<file path="config.mk">
export PLATFORM = sky130hd
export DESIGN_NAME = xfer_fifo_ctrl
export DESIGN_NICKNAME = d
export VERILOG_FILES = /design/src/rtl/xfer_fifo_pkg.sv /design/src/rtl/byte_fifo.sv /design/src/rtl/xfer_fifo_dp.sv /design/src/rtl/xfer_fifo_ctl.sv /design/src/rtl/xfer_fifo_ctrl.sv
export SDC_FILE = /design/constraint.sdc
export NUM_CORES = 1
export LEC_CHECK = 0
export ABC_AREA = 1
export BUFFER_PORTS_ARGS = -buffer_cell sky130_fd_sc_hd__buf_4
export CAP_MARGIN = 20
export CELL_PAD_IN_SITES_DETAIL_PLACEMENT = 0
export CELL_PAD_IN_SITES_GLOBAL_PLACEMENT = 1
export CORE_MARGIN = 5
export CORE_UTILIZATION = 35
export DETAILED_ROUTE_END_ITERATION = 8
export PLACE_DENSITY = 0.66
export SLEW_MARGIN = 20
export SYNTH_ARGS = -nofsm -noshare
export SYNTH_HDL_FRONTEND = slang
export SYNTH_SLANG_ARGS = --single-unit
export TNS_END_PERCENT = 100
</file>
<file path="constraint.sdc">
create_clock -name clk -period 5.2 [get_ports clk]
set_clock_uncertainty 0.2 [all_clocks]
set_input_delay 1.04 -clock clk [delete_from_list [all_inputs] [get_ports clk]]
set_output_delay 1.04 -clock clk [all_outputs]
set_load 0.1 [all_outputs]
</file>
<file path="src/rtl/xfer_fifo_pkg.sv">
package xfer_fifo_pkg;
  localparam logic [2:0] SelCtrl  = 3'd0;
  localparam logic [2:0] SelIen   = 3'd1;
  localparam logic [2:0] SelSta   = 3'd2;
  localparam logic [2:0] SelLevel = 3'd3;
  localparam logic [2:0] SelTxWin = 3'd4;
  localparam logic [2:0] SelRxWin = 3'd5;

  // event positions inside the 32-bit enable/status words
  localparam int EvtCount = 4;
  localparam int EvtStride = 4;

  typedef struct packed {
    logic       txWr;
    logic       rxRd;
    logic       txFlush;
    logic       rxFlush;
    logic [7:0] wrByte;
  } dpStrobes_t;
endpackage

</file>
<file path="src/rtl/byte_fifo.sv">
module byte_fifo #(
  parameter int DEPTH = 64,
  localparam int AW = $clog2(DEPTH),
  localparam int CW = $clog2(DEPTH + 1)
) (
  input  logic          clk,
  input  logic          rstN,
  input  logic          push,
  input  logic [7:0]    pushData,
  input  logic          pop,
  input  logic          flush,
  output logic [7:0]    headData,
  output logic [CW-1:0] count
);
  logic [7:0]    mem [DEPTH];
  logic [AW-1:0] wrPtr, rdPtr;
  logic          full, empty, pushOk, popOk;

  assign full   = (count == CW'(DEPTH));
  assign empty  = (count == '0);
  assign pushOk = push && !full && !flush;
  assign popOk  = pop && !empty && !flush;

  always_ff @(posedge clk) begin
    if (pushOk) mem[wrPtr] <= pushData;
  end

  always_ff @(posedge clk) begin
    if (!rstN || flush) begin
      wrPtr <= '0;
      rdPtr <= '0;
      count <= '0;
    end else begin
      if (pushOk) wrPtr <= wrPtr + AW'(1);
      if (popOk)  rdPtr <= rdPtr + AW'(1);
      count <= count + CW'(pushOk) - CW'(popOk);
    end
  end

  assign headData = empty ? 8'h00 : mem[rdPtr];
endmodule

</file>
<file path="src/rtl/xfer_fifo_dp.sv">
module xfer_fifo_dp
  import xfer_fifo_pkg::*;
#(
  parameter int DEPTH = 64,
  localparam int CW = $clog2(DEPTH + 1)
) (
  input  logic          clk,
  input  logic          rstN,
  input  dpStrobes_t    strb,
  input  logic          txPop,
  input  logic          rxPush,
  input  logic [7:0]    rxPushData,
  output logic [7:0]    txHead,
  output logic          txValid,
  output logic [7:0]    rxHead,
  output logic [CW-1:0] txCount,
  output logic [CW-1:0] rxCount,
  output logic          rxOverflow
);
  byte_fifo #(.DEPTH(DEPTH)) u_txFifo (
    .clk(clk), .rstN(rstN),
    .push(strb.txWr), .pushData(strb.wrByte),
    .pop(txPop), .flush(strb.txFlush),
    .headData(txHead), .count(txCount)
  );

  byte_fifo #(.DEPTH(DEPTH)) u_rxFifo (
    .clk(clk), .rstN(rstN),
    .push(rxPush), .pushData(rxPushData),
    .pop(strb.rxRd), .flush(strb.rxFlush),
    .headData(rxHead), .count(rxCount)
  );

  assign txValid    = (txCount != '0);
  assign rxOverflow = rxPush && (rxCount == CW'(DEPTH));
endmodule

</file>
<file path="src/rtl/xfer_fifo_ctl.sv">
module xfer_fifo_ctl
  import xfer_fifo_pkg::*;
#(
  parameter int DEPTH = 64,
  localparam int CW = $clog2(DEPTH + 1)
) (
  input  logic                clk,
  input  logic                rstN,
  input  logic [2:0]          busAddr,
  input  logic                busWrite,
  input  logic                busRead,
  input  logic [31:0]         busWdata,
  output logic [31:0]         busRdata,
  input  logic                doneEvt,
  input  logic [7:0]          rxHead,
  input  logic [CW-1:0]       txCount,
  input  logic [CW-1:0]       rxCount,
  input  logic                rxOverflow,
  output dpStrobes_t          strb,
  output logic [EvtCount-1:0] evtStatus,
  output logic                irq,
  output logic                txDmaReq,
  output logic                rxDmaReq
);
  logic [7:0]          rxTrig, txTrig;
  logic                rxDmaEn, txDmaEn;
  logic [EvtCount-1:0] evtEnable, evtSet, evtClr;
  logic [7:0]          rxLevel, txLevel;
  logic                rxCond, txCond;
  logic                wrCtrl, wrIen, wrSta;
  logic [31:0]         ienWord, staWord;

  assign wrCtrl = busWrite && (busAddr == SelCtrl);
  assign wrIen  = busWrite && (busAddr == SelIen);
  assign wrSta  = busWrite && (busAddr == SelSta);

  assign strb.txWr    = busWrite && (busAddr == SelTxWin);
  assign strb.rxRd    = busRead && (busAddr == SelRxWin);
  assign strb.txFlush = wrCtrl && busWdata[31];
  assign strb.rxFlush = wrCtrl && busWdata[15];
  assign strb.wrByte  = busWdata[7:0];

  assign rxLevel = 8'(rxCount);
  assign txLevel = 8'(txCount);
  assign rxCond  = (rxLevel >= rxTrig);
  assign txCond  = (txLevel <= txTrig);

  assign evtSet = {doneEvt, rxOverflow, txCond, rxCond};

  // spread the compact event vectors onto the 32-bit register layout
  for (genvar e = 0; e < EvtCount; e++) begin : g_evtMap
    assign evtClr[e] = wrSta && busWdata[e*EvtStride];
    always_comb begin
      ienWord[e*EvtStride +: EvtStride] = {{(EvtStride-1){1'b0}}, evtEnable[e]};
      staWord[e*EvtStride +: EvtStride] = {{(EvtStride-1){1'b0}}, evtStatus[e]};
    end
  end
  assign ienWord[31:EvtCount*EvtStride] = '0;
  assign staWord[31:EvtCount*EvtStride] = '0;

  always_ff @(posedge clk) begin
    if (!rstN) begin
      rxTrig    <= '0;
      txTrig    <= '0;
      rxDmaEn   <= 1'b0;
      txDmaEn   <= 1'b0;
      evtEnable <= '0;
      evtStatus <= '0;
    end else begin
      if (wrCtrl) begin
        rxTrig  <= busWdata[7:0];
        rxDmaEn <= busWdata[8];
        txTrig  <= busWdata[23:16];
        txDmaEn <= busWdata[24];
      end
      if (wrIen) begin
        for (int e = 0; e < EvtCount; e++) evtEnable[e] <= busWdata[e*EvtStride];
      end
      evtStatus <= (evtStatus & ~evtClr) | evtSet;
    end
  end

  assign irq      = |(evtStatus & evtEnable);
  assign rxDmaReq = rxDmaEn && rxCond;
  assign txDmaReq = txDmaEn && txCond;

  always_comb begin
    case (busAddr)
      SelCtrl:  busRdata = {7'd0, txDmaEn, txTrig, 7'd0, rxDmaEn, rxTrig};
      SelIen:   busRdata = ienWord;
      SelSta:   busRdata = staWord;
      SelLevel: busRdata = {8'd0, txLevel, 8'd0, rxLevel};
      SelRxWin: busRdata = {24'd0, rxHead};
      default:  busRdata = 32'd0;
    endcase
  end
endmodule

</file>
<file path="src/rtl/xfer_fifo_ctrl.sv">
module xfer_fifo_ctrl
  import xfer_fifo_pkg::*;
#(
  parameter int DEPTH = 64
) (
  input  logic        clk,
  input  logic        rstN,
  input  logic [2:0]  busAddr,
  input  logic        busWrite,
  input  logic        busRead,
  input  logic [31:0] busWdata,
  output logic [31:0] busRdata,
  input  logic        txPop,
  output logic [7:0]  txData,
  output logic        txValid,
  input  logic        rxPush,
  input  logic [7:0]  rxPushData,
  input  logic        doneEvt,
  output logic        irq,
  output logic        txDmaReq,
  output logic        rxDmaReq
);
  localparam int CW = $clog2(DEPTH + 1);

  dpStrobes_t          strb;
  logic [CW-1:0]       txCount, rxCount;
  logic [7:0]          rxHead;
  logic                rxOverflow;
  logic [EvtCount-1:0] evtStatus;

  xfer_fifo_dp #(.DEPTH(DEPTH)) u_dp (
    .clk(clk), .rstN(rstN), .strb(strb),
    .txPop(txPop), .rxPush(rxPush), .rxPushData(rxPushData),
    .txHead(txData), .txValid(txValid), .rxHead(rxHead),
    .txCount(txCount), .rxCount(rxCount), .rxOverflow(rxOverflow)
  );

  xfer_fifo_ctl #(.DEPTH(DEPTH)) u_ctl (
    .clk(clk), .rstN(rstN),
    .busAddr(busAddr), .busWrite(busWrite), .busRead(busRead),
    .busWdata(busWdata), .busRdata(busRdata), .doneEvt(doneEvt),
    .rxHead(rxHead), .txCount(txCount), .rxCount(rxCount),
    .rxOverflow(rxOverflow), .strb(strb), .evtStatus(evtStatus),
    .irq(irq), .txDmaReq(txDmaReq), .rxDmaReq(rxDmaReq)
  );
endmodule

</file>
==> results of run 1 <==
## cell usage in the layout, fill, tap and decap left out, types with 5 or more instances in the layout
master	n
a21oi_1	68
buf_12	17
buf_4	111
bufinv_16	5
clkbuf_1	23
clkbuf_16	113
clkinv_1	26
clkinv_2	29
conb_1	13
dfxtp_1	70
edfxtp_1	1024
ha_1	34
inv_1	100
inv_2	7
inv_6	7
nand2_1	1378
nand3_1	892
nand4_1	7
nand4_4	5
nor2_1	165
nor2_4	5
nor3_1	6
nor3_2	5
o21ai_0	35
o22ai_1	14
## sequential cells by signal, indices dropped and copies added, names as in the netlist, named ones only
name,count
u_dp.u_txFifo.count,7
u_ctl.txDmaEn,1
u_ctl.evtEnable,4
u_ctl.rxDmaEn,1
u_ctl.rxTrig,8
u_dp.u_rxFifo.rdPtr,6
u_dp.u_txFifo.wrPtr,6
u_dp.u_txFifo.mem,512
u_dp.u_rxFifo.count,7
u_dp.u_txFifo.rdPtr,6
u_dp.u_rxFifo.wrPtr,6
u_ctl.evtStatus,4
u_ctl.txTrig,8
u_dp.u_rxFifo.mem,512
## routing by layer
metal | track usage, % | up-vias
met5 | 0 | -
met3 | 2.84 | 147
met4 | 4.17 | 0
met1 | 24.0 | 14300
li1 | - | 14400
met2 | 26.0 | 723
## worst max-delay path by stage
stage	endpoint	slack [ps]	depth (start not counted)
floorplan	txData[0]	660	7
global placement	busRdata[1]	1110	13
detailed placement	busRdata[4]	1120	13
CTS	busRdata[4]	310	13
global route	busRdata[7]	150	13
finish	busRdata[2]	390	13
## logic make-up after synthesis
group,synth area share (%)
flip-flops,70.0
buffers and inverters,3.91
AND/OR/NAND/NOR,23.2
AO/OA/AOI/OAI,1.66
adder cells (fa/ha/maj),1.01
XOR/XNOR,0.152
other,0.00814
## through the flow
step	total power [mW]	hold slack (ps)	cells	cell area, um^2	util (%)
floorplan	12.4	248	4128	46100	-
global route	21.9	305	5982	51700	39.4
detailed placement	13.4	272	5769	48200	36.7
CTS	21.1	281	5982	51700	39.4
global placement	13.4	266	5768	48200	36.7
finish	20.9	278	5982	51700	39.4
## worst max-delay path: stages (launching register included)
cell,delay [ps]
dfxtp_4,470
inv_6,400
buf_4,460
nand2_1,110
nand3_1,100
nand3_1,140
nand2_1,140
nand2_1,60
nand3_1,90
nand3_1,150
nand2_1,170
nand2_1,60
nand2_1,140
buf_4,310
## layout make-up
cell class / count / area (um^2) / area share, %
Multi-Input combinational cell: 2673 / 12100 / 23.3
Inverter: 112 / 443 / 0.856
Tap cell: 1755 / 2200 / 4.25
Sequential cell: 1100 / 32300 / 62.4
Clock buffer: 139 / 2960 / 5.71
Timing Repair Buffer: 129 / 1200 / 2.32
Clock inverter: 74 / 573 / 1.11
## power by group
group / internal, mW / leakage (nW) / total (mW) / switching (mW)
sequential: 9.77 / 9.83 / 9.88 / 0.108
clock: 4.30 / 1.74 / 7.73 / 3.44
combinational: 0.892 / 6.84 / 3.31 / 2.42
==> results, run 1 <==
- The clock sink count is 1,100.
- The number of DRC markers after the initial detailed-route iteration is 2,178.
- The synthesized design contains 1,024 enable-type register cells.
- Across every metal layer, demand over resource in global routing totals 16.5%.
- The area of the die is 0.139 mm^2.
- Dividing the synthesized area by the synthesized cell count gives 11.2 um^2.
- Setup total negative slack on the finished layout was measured at 0 ps.
- The kind of end point of the critical path is an output port.
- For this run, the top clock speed supported by timing is 208 MHz.
- The total vias in the final route is 29,500.
- The number of detailed-routing iterations run before antenna repair is 5.
- The final number of setup-violating endpoints is 0.
- The analysis attributes to cell leakage a power of 18.4 nW.
- The count of endpoints failing hold in the final timing report is 0.
- The leading register cell type out of synthesis is edfxtp_1.
- Setup repair after global routing left no endpoint under its margin.
- After clock tree synthesis, the setup repair step added 0 buffers.
- The core region is 0.131 mm^2.
- Pin placement for this block handled 94 I/O pins.
- In the detailed route, the total length drawn on met2 is 54.0 mm.
- The post-synthesis cell count is 4,116.
- The CTS root buffer is clkbuf_16.
- The most common cell in the synthesized netlist is nand2_1.
- The count of nets left with antenna violations once routing finished came out at 0.
- The run finished with clean final reports.
- The cell accounting for the most synthesized area is edfxtp_1.
- Headroom to the max-slew limit came out at 29.1%.
- In the final routing, the length of wire on met1 measures 54.7 mm.
- The worst hold path depth is 2.
- The minimum period implied by the final worst setup slack is 4810 ps.
- Fill cells in the final layout number 12,700.
- The y dimension of the die is 373 um.
- The H-tree was split into 3 levels.
- The startpoint identified for the worst register-to-register timing path is u_dp.u_txFifo.count[3].
- The worst-skew pair later-pin latency is 720 ps.
- During synthesis, Yosys emitted a total of 0 warnings.
- VDD sags by at most 318 uV.
- Relative to the synthesized area, the layout overhead comes to 12.2%.
- The final wirelength is 118 mm.
- The depth of the most critical reg-to-reg path is 17.
- The highest layer touched by signal routing is met4.
- In the final layout, the share of cells above drive strength 1 is 8.04%.
- The max-slew violation count is 0.
- Across the run, the number of max-cap violations was 0.
- In this run the tool buffered the top-level ports with 69 buffer cells.
- The share of the synthesized area in the top cell type is 66.7%.
- The netlist area before placement is 0.0461 mm^2.
- The maximum number of pins on one net before global-route repair is 129.
- The worst slack at placement is 1120 ps.
- After synthesis, the most frequently instantiated cells are nand2_1 (1,378), edfxtp_1 (1,024), nand3_1 (892).
- The final layout contains 4,214 nets.
- Along the worst path, the maximum fanout reaches 50.
- No sink is reached through more buffers than the 3 on the longest clock path.
- The worst min-delay path category is reg2reg.
- After detailed routing, the number of vias per cell comes to 4.93.
- Yosys attributes the largest share of cell area to edfxtp_1 (67%), nand2_1 (11%), nand3_1 (9.7%).
- The proportion of register bits with asynchronous set or reset after synthesis is 0%.
- The slack of the worst reg-to-reg path is 1660 ps.
- Dividing the detail-routed wire length by the instance count gives 19.7 um.
- The placer's final routability congestion estimate is 0.798.
- 0 antenna diodes ended up in the layout.
- The floorplan step set the die width to 373 um.
- The actual transition at the worst max-transition pin is 1060 ps.
- The first global-routing pass estimated 178 mm of wire.
- The HPWL after detailed placement is 66.6 mm.
- The number of buffers created by CTS is 112.
- The initial utilization of the core area, before any placement, comes to 35.1%.
- Gates resized during post-CTS repair numbered 0.
- The post-synthesis cell type count is 45.
- For the worst setup path, the data required time is 3960 ps.
- The clock-pin slew on the worst setup and hold paths is 60 ps.
- The routed length on met3 is 6.78 mm.
- By startpoint and endpoint, the worst setup path is classified as reg2out.
- In this run, post-CTS hold repair placed 0 buffers.
- The final critical path takes up 92.5% of the cycle.
- STA classifies the critical path startpoint as a flop.
- After synthesis the netlist holds a flip-flop and latch count of 1,100.
- The critical hold path startpoint is u_ctl.txTrig[0].
- The smallest setup slack after layout is 391 ps.
- The global-route congestion overflow total is 0.
- The hold-critical path endpoint is u_ctl.txTrig[0].
- Row generation in the floorplan step produced 133 rows.
- The power density relative to cell area is 405 mW/mm^2.
- The number of global-route vias before repair is 28,100.
- The DRC violations left is 0.
- TritonCTS built the clock tree.
- The sequential-to-total area share from yosys stat is 70.0%.
- The initial antenna violation count came to 0.
- In this run the critical register-to-register path is captured at u_dp.u_txFifo.count[6].
- STA puts the critical path data arrival time at 3570 ps.
(Power assumes the default switching activity.)
==> run 2: changes to the inputs <==
--- a/config.mk
+++ b/config.mk
@@ -12,6 +12,7 @@
 export CELL_PAD_IN_SITES_GLOBAL_PLACEMENT = 1
 export CORE_MARGIN = 5
 export CORE_UTILIZATION = 35
+export CTS_BUF_LIST = sky130_fd_sc_hd__clkbuf_8
 export DETAILED_ROUTE_END_ITERATION = 8
 export PLACE_DENSITY = 0.66
 export SLEW_MARGIN = 20
==> run 2 against run 1 <==
Clock power fell by 11%; via count grew 1.2%; hold slack got worse by 32 ps; flip-flop and latch count is the same; sequential share of layout area grew 0.36 points; cell count up 1.8%; die area did not move; power decreased by 4.0%; final area is 0.58% lower; largest cell class unchanged; highest routed layer unchanged.
==> results, run 2 (synthesized netlist as in run 1, its figures left out) <==
- Once the floorplan was initialized, standard cells occupied 35.1% of the core.
- For this design the total switching power over the nets is 6.02 mW.
- The initial antenna violation count is 1.
- The worst hold path depth is 3.
- The clock-pin slew on the worst setup and hold paths is 60 ps.
- Across the run, the number of max-cap violations was 0.
- The clock sink count is 1,100.
- The combinational power share is 16.5%.
- The most common cell after layout, fill and taps aside is nand2_1.
- In the layout the commonest cells are nand2_1 (1,378), edfxtp_1 (1,024), nand3_1 (892), clkbuf_8 (183).
- Entering global routing, the biggest net connects 129 pins.
- The sequential group share of total power is 49.2%.
- Global routing used 16.7% of the available tracks.
- The core area is 0.131 mm^2.
- The count of fill cells added during filler insertion is 12,800.
- The number of detailed-routing iterations run before antenna repair is 5.
- TritonCTS built the clock tree.
- The DRC violations left is 0.
- The total vias in the final route is 29,800.
- Data arrives at the worst endpoint at 3730 ps.
- Across the VDD grid, the largest voltage drop is 255 uV.
- Setup violations remaining at the end of the flow were counted as 0.
- Net switching is 30.0% of the power.
- The number of rows in the core area is 133.
- STA classifies the critical path startpoint as a flop.
- The worst setup path is captured at an output port.
- The final wirelength is 119 mm.
- The sum of negative setup slack is 0 ps.
- Setup repair after global routing left no endpoint under its margin.
- Relative to the synthesized area, the layout overhead comes to 11.6%.
- The maximum count of clock buffers along a single path is 3.
- The minimum period implied by the final worst setup slack is 4970 ps.
- The count of buffers added on input and output ports is 69.
- Post-CTS timing repair inserted 0 buffers for setup.
- The first routing iteration left 2,456 violations.
- The area of the die is 0.139 mm^2.
- The die is 373 um wide.
- The placer's final routability congestion estimate is 0.798.
- The maximum achievable frequency is 201 MHz.
- The power share of the clock group is 34.3%.
- The largest registers in the layout are u_dp.u_rxFifo.mem x512, u_dp.u_txFifo.mem x512.
- The number of buffers created by CTS is 178.
- The actual transition at the worst max-transition pin is 1080 ps.
- The path class of the tightest hold or removal check is in2reg.
- Once detailed placement completed, the half-perimeter wirelength came to 66.6 mm.
- The number of nets in the final layout is 4,280.
- After detailed routing, the number of vias per cell comes to 4.90.
- After detailed routing, the average wire length per cell comes to 19.6 um.
- The number of global-route vias before repair is 28,800.
- The power density relative to cell area is 391 mW/mm^2.
- The share of the core filled with cells in the final layout is 39.2%.
- The number of top-level design ports is 94.
- The CTS root buffer is clkbuf_8.
- Of the cells placed in the final design, the portion with a size suffix greater than 1 is 9.07%.
- The wire length of the first global-routing pass is 180 mm.
- The leakage power is 18.6 nW.
- The worst path uses 95.5% of the clock period.
- The category of the most critical setup path is reg2out.
- Measured against its own limit, the worst slew margin works out to 27.6%.
- Clock latency on the worst-skew pair, taken at its later pin, is 870 ps.
- The run finished with clean final reports.
- The remaining number of nets flagged by the antenna check after routing is 0.
- The H-tree depth is 4.
- The die is 373 um tall.
- STA puts the critical path data required time at 3960 ps.
- Cell internal power was estimated by the tool at 14.1 mW.
- The global-route congestion overflow total is 0.
- The depth of the most critical reg-to-reg path is 17.
- The max-slew violation count was 0.
- The top fanout value on the critical path is 52.
- The completed layout was analyzed and its total power is 20.1 mW.
- The count of endpoints failing hold in the final timing report was 0.
==> run 2: cell count changes in the layout (fill, tap and decap cells not counted), sizes merged <==
| cell | before | now |
|---|---|---|
| clkinvlp | 3 | 2 |
| clkinv | 62 | 55 |
| inv | 116 | 187 |
| diode | 0 | 1 |
| bufinv | 5 | 2 |
| clkbuf | 139 | 183 |
==> run 2: per-layer routing <==
layer	track usage, %	up-vias	routed length, um
li1	-	14500	-
met1	23.8	14400	54500
met2	26.0	815	54400
met3	3.42	191	7290
met4	4.99	0	2770
met5	0	-	0
==> run 2: cell type report <==
cell class / instances / area (um^2) / area share (%)
diodes: 1 / 2.50 / 0.00487
multi-input cells: 2673 / 12100 / 23.5
flip-flops and latches: 1100 / 32300 / 62.8
inverters: 112 / 445 / 0.866
repair buffers: 129 / 1200 / 2.34
clock buffers: 183 / 2520 / 4.90
clock inverters: 134 / 704 / 1.37
well taps: 1755 / 2200 / 4.27
==> run 2: timing repair <==
item                                    in CTS  in global routing
endpoints found under the setup margin       0                  3
hold buffers                                 0                  0
resized for setup                            0                  1
==> run 2: worst max-delay path, stage by stage (launching register included) <==
cell and delay (ps):
dfxtp_4 470, inv_6 490, buf_12 300, nand2_1 80
nand3_1 80, nand3_1 90, nand2_1 140, nand2_1 100
nand3_1 240, nand3_1 110, a21oi_1 250, buf_4 350
==> run 2: path summary, 6_finish.rpt <==
kind	from	to	slack [ps]
hold / removal	doneEvt	u_ctl.evtStatus[3]	250
hold reg to reg	u_dp.u_rxFifo.rdPtr[5]	flop	270
setup reg to reg	u_dp.u_txFifo.count[3]	u_dp.u_txFifo.count[6]	1670
setup / recovery	flop	txData[4]	230
==> run 2: through the flow <==
stage | setup WS [ps] | hold slack [ps] | cell area [um^2] | instances
floorplan | 660 | 248 | 46100 | 4128
global placement | 1110 | 266 | 48200 | 5768
detailed placement | 1120 | 272 | 48200 | 5769
CTS | 133 | 135 | 51400 | 6086
global route | 52.3 | 202 | 51400 | 6087
finish | 235 | 247 | 51400 | 6087
==> run 2: power by group through the flow <==
stage	Clock (mW)	Sequential (mW)	Combinational, mW
floorplan	0	10.0	2.38
global placement	0	10.1	3.31
detailed placement	0	10.1	3.34
CTS	7.07	9.88	3.35
global route	7.47	9.89	3.69
finish	6.88	9.88	3.32
